==> config.mk <==
export PLATFORM = sky130hd
export DESIGN_NAME = twostage_wdt
export DESIGN_NICKNAME = d
export VERILOG_FILES = /design/src/rtl/twostage_wdt_pkg.sv /design/src/rtl/twostage_wdt_regs.sv /design/src/rtl/twostage_wdt_downcnt.sv /design/src/rtl/twostage_wdt_resp.sv /design/src/rtl/twostage_wdt.sv
export SDC_FILE = /design/constraint.sdc
export NUM_CORES = 1
export LEC_CHECK = 0
export BUFFER_PORTS_ARGS = -buffer_cell sky130_fd_sc_hd__buf_2
export CAP_MARGIN = 20
export CORE_UTILIZATION = 55
export DETAILED_ROUTE_END_ITERATION = 10
export PLACE_DENSITY = 0.85
export SKIP_LAST_GASP = 1
export SYNTH_ARGS = -nofsm -noshare
export SYNTH_HDL_FRONTEND = slang
export SYNTH_SLANG_ARGS = --single-unit
==> constraint.sdc <==
create_clock -name clk -period 4.6 [get_ports clk]
set_input_delay 0.46 -clock clk [delete_from_list [all_inputs] [get_ports clk]]
set_output_delay 0.46 -clock clk [all_outputs]
set_load 0.01 [all_outputs]
==> src/rtl/twostage_wdt_pkg.sv <==
package twostage_wdt_pkg;
   localparam logic [7:0]  OFS_CTRL  = 8'h00;
   localparam logic [7:0]  OFS_RANGE = 8'h04;
   localparam logic [7:0]  OFS_COUNT = 8'h08;
   localparam logic [7:0]  OFS_KICK  = 8'h0C;
   localparam logic [7:0]  OFS_STAT  = 8'h10;
   localparam logic [7:0]  OFS_ICLR  = 8'h14;
   localparam logic [7:0]  OFS_PARAM = 8'hF4;
   localparam logic [31:0] KICK_KEY  = 32'h0000_0076;
   localparam int          PARAM_FIXED_BIT = 6;
   localparam int          IDX_W = 4;

   typedef enum logic [1:0] {
      ST_RUN  = 2'd0,
      ST_WARN = 2'd1,
      ST_DONE = 2'd2
   } wdt_state_e;
endpackage

==> src/rtl/twostage_wdt_regs.sv <==
module twostage_wdt_regs
   import twostage_wdt_pkg::*;
#(
   parameter int ADDR_W = 8,
   parameter int CW     = 32
) (
   input  logic              clk,
   input  logic              rst_n,
   input  logic              psel,
   input  logic              penable,
   input  logic              pwrite,
   input  logic [ADDR_W-1:0] paddr,
   input  logic [31:0]       pwdata,
   output logic [31:0]       prdata,
   input  logic [CW-1:0]     count_i,
   input  logic              irq_i,
   output logic              ctrl_en_o,
   output logic              ctrl_mode_o,
   output logic [IDX_W-1:0]  period_idx_o,
   output logic [IDX_W-1:0]  init_idx_o,
   output logic              en_rise_o,
   output logic              kick_wr_o,
   output logic              iclr_o
);
   logic wr_acc, rd_acc;
   logic en_q, mode_q;
   logic [IDX_W-1:0] per_q, ini_q;

   assign wr_acc = psel & penable & pwrite;
   assign rd_acc = psel & penable & ~pwrite;

   function automatic logic hit(input logic [ADDR_W-1:0] a, input logic [7:0] ofs);
      return a == ADDR_W'(ofs);
   endfunction

   always_ff @(posedge clk or negedge rst_n) begin
      if (!rst_n) begin
         en_q   <= 1'b0;
         mode_q <= 1'b0;
         per_q  <= '0;
         ini_q  <= '0;
      end else begin
         if (wr_acc && hit(paddr, OFS_CTRL) && !en_q) begin
            en_q   <= pwdata[0];
            mode_q <= pwdata[1];
         end
         if (wr_acc && hit(paddr, OFS_RANGE)) begin
            per_q <= pwdata[IDX_W-1:0];
            ini_q <= pwdata[2*IDX_W-1:IDX_W];
         end
      end
   end

   assign en_rise_o = wr_acc & hit(paddr, OFS_CTRL) & ~en_q & pwdata[0];
   assign kick_wr_o = wr_acc & hit(paddr, OFS_KICK) & (pwdata == KICK_KEY);
   assign iclr_o    = rd_acc & hit(paddr, OFS_ICLR);

   assign ctrl_en_o    = en_q;
   assign ctrl_mode_o  = mode_q;
   assign period_idx_o = per_q;
   assign init_idx_o   = ini_q;

   always_comb begin
      prdata = '0;
      if (psel) begin
         if (hit(paddr, OFS_CTRL))       prdata = {30'd0, mode_q, en_q};
         else if (hit(paddr, OFS_RANGE)) prdata = {24'd0, ini_q, per_q};
         else if (hit(paddr, OFS_COUNT)) prdata = 32'(count_i);
         else if (hit(paddr, OFS_STAT))  prdata = {31'd0, irq_i};
         else if (hit(paddr, OFS_PARAM)) prdata = 32'(1) << PARAM_FIXED_BIT;
      end
   end
endmodule

==> src/rtl/twostage_wdt_downcnt.sv <==
module twostage_wdt_downcnt #(
   parameter int CW = 32
) (
   input  logic          clk,
   input  logic          rst_n,
   input  logic          run,
   input  logic          load,
   input  logic [CW-1:0] load_val,
   output logic [CW-1:0] count_o,
   output logic          zero_o
);
   logic [CW-1:0] cnt_q;

   always_ff @(posedge clk or negedge rst_n) begin
      if (!rst_n)                  cnt_q <= '0;
      else if (load)               cnt_q <= load_val;
      else if (run && cnt_q != '0) cnt_q <= cnt_q - 1'b1;
   end

   assign count_o = cnt_q;
   assign zero_o  = (cnt_q == '0);
endmodule

==> src/rtl/twostage_wdt_resp.sv <==
module twostage_wdt_resp
   import twostage_wdt_pkg::*;
#(
   parameter int RST_CYCLES = 8
) (
   input  logic clk,
   input  logic rst_n,
   input  logic mode,
   input  logic expire,
   input  logic kick_ok,
   input  logic iclr,
   output logic irq_o,
   output logic halted_o,
   output logic stage_reload_o,
   output logic sys_rst_o
);
   wdt_state_e state_q, state_d;
   logic warned_eff, go_halt;

   always_comb begin
      warned_eff     = (state_q == ST_WARN) && !iclr;
      state_d        = state_q;
      stage_reload_o = 1'b0;
      go_halt        = 1'b0;
      if (state_q != ST_DONE) begin
         if (kick_ok) begin
            state_d = ST_RUN;
         end else if (expire) begin
            if (mode && !warned_eff) begin
               state_d        = ST_WARN;
               stage_reload_o = 1'b1;
            end else begin
               state_d = ST_DONE;
               go_halt = 1'b1;
            end
         end else if (iclr && state_q == ST_WARN) begin
            state_d = ST_RUN;
         end
      end
   end

   always_ff @(posedge clk or negedge rst_n) begin
      if (!rst_n) state_q <= ST_RUN;
      else        state_q <= state_d;
   end

   assign irq_o    = (state_q == ST_WARN);
   assign halted_o = (state_q == ST_DONE);

   generate
      if (RST_CYCLES == 1) begin : g_pulse_single
         logic pulse_q;
         always_ff @(posedge clk or negedge rst_n) begin
            if (!rst_n) pulse_q <= 1'b0;
            else        pulse_q <= go_halt;
         end
         assign sys_rst_o = pulse_q;
      end else begin : g_pulse_count
         localparam int PW = $clog2(RST_CYCLES + 1);
         logic [PW-1:0] pcnt_q;
         always_ff @(posedge clk or negedge rst_n) begin
            if (!rst_n)              pcnt_q <= '0;
            else if (go_halt)        pcnt_q <= PW'(RST_CYCLES);
            else if (pcnt_q != '0)   pcnt_q <= pcnt_q - 1'b1;
         end
         assign sys_rst_o = (pcnt_q != '0);
      end
   endgenerate
endmodule

==> src/rtl/twostage_wdt.sv <==
module twostage_wdt
   import twostage_wdt_pkg::*;
#(
   parameter int ADDR_W      = 8,
   parameter int BASE_SHIFT  = 16,
   parameter int NUM_PERIODS = 16,
   parameter int RST_CYCLES  = 8
) (
   input  logic              clk,
   input  logic              rst_n,
   input  logic              psel,
   input  logic              penable,
   input  logic              pwrite,
   input  logic [ADDR_W-1:0] paddr,
   input  logic [31:0]       pwdata,
   output logic [31:0]       prdata,
   output logic              irq_o,
   output logic              sys_rst_o
);
   localparam int CW = BASE_SHIFT + NUM_PERIODS;

   generate
      if (NUM_PERIODS != (1 << IDX_W)) begin : g_bad_periods
         $error("NUM_PERIODS must match the 4-bit index field");
      end
      if (CW > 32 || BASE_SHIFT < 1) begin : g_bad_shift
         $error("BASE_SHIFT out of range for a 32-bit count");
      end
      if (ADDR_W < 8) begin : g_bad_addr
         $error("ADDR_W must cover the 8-bit register offsets");
      end
      if (RST_CYCLES < 1) begin : g_bad_pulse
         $error("RST_CYCLES must be at least 1");
      end
   endgenerate

   logic             ctrl_en, ctrl_mode;
   logic [IDX_W-1:0] period_idx, init_idx;
   logic             en_rise, kick_wr, iclr;
   logic             kick_ok, halted, run, expire, stage_reload;
   logic             ext_load, load_any, cnt_zero;
   logic [CW-1:0]    cnt_q, load_val;
   logic [CW-1:0]    period_tab [NUM_PERIODS];

   for (genvar gi = 0; gi < NUM_PERIODS; gi++) begin : g_tab
      assign period_tab[gi] = CW'((64'd1 << (BASE_SHIFT + gi)) - 64'd1);
   end

   twostage_wdt_regs #(.ADDR_W(ADDR_W), .CW(CW)) u_regs (
      .clk(clk), .rst_n(rst_n),
      .psel(psel), .penable(penable), .pwrite(pwrite),
      .paddr(paddr), .pwdata(pwdata), .prdata(prdata),
      .count_i(cnt_q), .irq_i(irq_o),
      .ctrl_en_o(ctrl_en), .ctrl_mode_o(ctrl_mode),
      .period_idx_o(period_idx), .init_idx_o(init_idx),
      .en_rise_o(en_rise), .kick_wr_o(kick_wr), .iclr_o(iclr)
   );

   assign run      = ctrl_en & ~halted;
   assign kick_ok  = kick_wr & run;
   assign ext_load = en_rise | kick_ok;
   assign expire   = run & cnt_zero & ~ext_load;
   assign load_any = ext_load | stage_reload;
   assign load_val = en_rise ? period_tab[init_idx] : period_tab[period_idx];

   twostage_wdt_downcnt #(.CW(CW)) u_cnt (
      .clk(clk), .rst_n(rst_n),
      .run(run), .load(load_any), .load_val(load_val),
      .count_o(cnt_q), .zero_o(cnt_zero)
   );

   twostage_wdt_resp #(.RST_CYCLES(RST_CYCLES)) u_resp (
      .clk(clk), .rst_n(rst_n),
      .mode(ctrl_mode), .expire(expire), .kick_ok(kick_ok), .iclr(iclr),
      .irq_o(irq_o), .halted_o(halted), .stage_reload_o(stage_reload),
      .sys_rst_o(sys_rst_o)
   );
endmodule

==> metrics.md <==
| Metric | Value |
|---|---|
| Worst setup SP type | `input pin` |
| Vias | `3289` |
| YS warnings | `0` |
| Worst EP arrival | `~2400 ps` |
| Synth cell types | `57` |
| Layout cells sized above 1 | `about a quarter` |
| First-pass GRT wire length | `13900 um` |
| Worst reg2reg setup slack | `roughly 1800 ps` |
| First-pass iteration count of the detailed router | `5` |
| Endpoints failing setup | `0` |
| Max Fclk | `0.345 GHz` |
| Inserted Diodes | `0` |
| Row count | `28` |
| Top FF cell, synth | `dfrtp_1` |
| HP Class | `input pin to async pin` |
| Slowest-stage cell, CP | `nor4_1` |
| Max_cap viols | `0` |
| Worst reg2reg path depth | `6` |
| Crit Path Class | `input pin to output port` |
| Net Count, Synth | `approximately 440` |
| Hold_buf cts | `0` |
| PortBufs | `78` |
| Worst Skew | `approximately 4.1 ps` |
| Hold_ws | `just over 100 ps` |
| Slew HR | `a little under half` |
| Crit. End Element | `output port` |
| Largest net degree at the start of global routing | `~50` |
| Crit Reg-Reg Startpoint | `u_cnt.count_o[18]` |
| Die height | `around 80 um` |
| Via density per instance | `6.19` |
| Share of synthesized registers carrying an async set or reset | `100%` |
| Syn Area/Cell | `about 8.6 um2` |
| Register area share after synthesis | `a little over a third` |
| Lkg Pwr | `between 1.5 and 2 nW` |
| Commonest non-fill, non-tap cells in the layout | `78 x buf_2, 48 x dfrtp_1, 39 x nor2_1` |
| DIE AREA | `between 6000 and 7000 um2` |
| Fin. Hold Viols | `0` |
| Core ar. | `slightly below 6000 um2` |
| Flops & latches, synth | `between 40 and 50` |
| Initial DRC Count | `approximately 240` |
| Setup TNS | `0 ps` |
| Resized cells post-CTS | `0` |
| Post-synth EDFFs | `0` |
| Crit path cell chain | `buf_2, nor4_1, nand2_1, nor4_2, buf_4, nand2_1, a221oi_1, buf_2` |
| Tmin final | `2900 ps` |
| Commonest non-fill, non-tap cell in the layout | `buf_2` |
| GR Util All Layers | `between 20 and 30%` |
| Root Buffer | `clkbuf_8` |
| Outcome | `complete, no violations` |
| Util after Layout | `between 60% and 70%` |
| Area delta synth->final | `15.7%` |
| Final WL | `~8400 um` |
| Max IR drop VDD | `0.109 mV` |
| Clock Latency Late Sink | `300 ps` |
| Sink Count | `48` |
| Post-route clock period utilization | `a little over three fifths` |
| Worst Path Max Fanout | `32` |
| Wire per inst | `15.8 um` |
| # H-tree levels | `2` |
| Initial antenna violation count | `0` |
| I/O pins | `just under 80` |
| Power Dens Cells | `around 200 nW/um2` |
| Post-Synthesis Cells | `between 300 and 400` |
| Clock-pin slew on the worst setup and hold paths | `90 ps` |
| Number of buffers created by CTS | `5` |
| WP data required | `between 4000 and 5000 ps` |
| Gp weighted congestion | `between 0.8 and 0.9` |
| Post-CTS repair timing setup buffer count | `0` |
| Dpl hpwl | `slightly above 6000 um` |
| Slew Viols, Final | `0` |
| RR Endpoint | `u_cnt.count_o[0]` |
| Die Wd | `80.2 um` |
| Worst-Margin Slew | `~780 ps` |
| Clock Path Buffers | `2` |
| GR Overflow Total | `0` |
| Worst slack, placed | `1710 ps` |
| Number of global-route vias before repair | `between 2k and 3k` |
| Fin nets | `a little over 500` |
| TritonCTS clock tree | `yes` |
| ANT nets after route | `0` |
| RSZ-0062 raised after global routing | `false` |
| Syn Std Cell Area | `3360 um2` |
| Setup WS post-layout | `between 1500 and 2000 ps` |
| DR DRC count | `0` |
| Initial Utilization | `56.8%` |
| Biggest cell delay along the critical path | `~610 ps` |
sequential cells by signal, summed over array words and instances (netlist names):
| name | cells |
|---|---|
| u_regs.init_idx_o | 4 |
| u_regs.ctrl_en_o | 1 |
| u_resp.g_pulse_count.pcnt_q | 4 |
| u_regs.ctrl_mode_o | 1 |
| u_resp.state_q | 2 |
| u_regs.period_idx_o | 4 |
| u_cnt.count_o | 32 |
cell usage after synthesis, types with 3 or more instances:
master | n | area (um2)
a21oi_1 | 23 | 115
ha_1 | 3 | 37.5
o21ai_0 | 9 | 45.0
nand3b_1 | 3 | 22.5
inv_1 | 7 | 26.3
nand4_1 | 11 | 68.8
nand2_1 | 34 | 128
nor3_1 | 15 | 75.1
nor4_1 | 20 | 125
xnor2_1 | 23 | 201
a22oi_1 | 6 | 45.0
nor2_1 | 39 | 146
and2_1 | 4 | 25.0
or3_1 | 10 | 62.6
xor2_1 | 9 | 78.8
buf_2 | 3 | 15.0
o31ai_1 | 3 | 22.5
and3_1 | 26 | 163
nand3_1 | 7 | 35.0
o211ai_1 | 6 | 45.0
mux2_2 | 10 | 113
nand2b_1 | 4 | 25.0
dfrtp_1 | 48 | 1200
clkbuf_1 | 20 | 75.1
final cells by class:
class                   count  area, um2
fillers                   506       2030
inverters                   7       26.3
well taps                  75       93.8
multi-input cells         312       2040
repair buffers             82        433
clock buffers               7       96.3
flip-flops and latches     48       1200
critical path, delay by kind of cell:
| kind | cells | cell delay (ps) |
|---|---|---|
| AND/OR/NAND/NOR | 4 | 1090 |
| AO/OA/AOI/OAI | 1 | 250 |
| buffers and inverters | 3 | 630 |
cells by family (layout without fill, tap and decap cells):
family	after synthesis	count (layout)	share of synthesized area, %
DFF	48	48	35.7
buffers and inverters	31	96	3.80
adders and majority gates	3	3	1.12
muxes	11	11	3.65
xor gates and xnor gates	32	32	8.34
and+or+nand+nor	200	200	34.2
AOI/OAI and AO/OA	66	66	13.1
metal layers:
metal	up-vias	routed length [um]	GRT usage (%)
met4	0	91	6.25
met3	7	547	4.43
met1	1565	3710	38.3
li1	1573	-	-
met5	-	0	0
met2	144	4020	46.8
metrics by stage:
stage | cells | power [mW] | area [um2]
final | 531 | 0.787 | 3890
after global placement | 523 | 0.514 | 3770
after floorplan | 391 | 0.477 | 3360
after detailed placement | 523 | 0.518 | 3770
after CTS | 530 | 0.789 | 3870
after global routing | 531 | 0.820 | 3890
worst max path at each step:
stage | start | to | depth (start not counted)
floorplan | paddr[5] | prdata[0] | 6
global placement | paddr[4] | u_cnt.count_o[27] | 8
detailed placement | paddr[4] | prdata[6] | 8
CTS | paddr[4] | prdata[6] | 8
global route | paddr[4] | prdata[6] | 8
finish | paddr[4] | prdata[6] | 8
where the power goes:
group          total [mW]  internal [mW]  switching [mW]
clock network       0.275          0.134           0.141
registers           0.444          0.431          0.0132
logic              0.0676         0.0314          0.0362
Power figures use the tool's default switching activity.
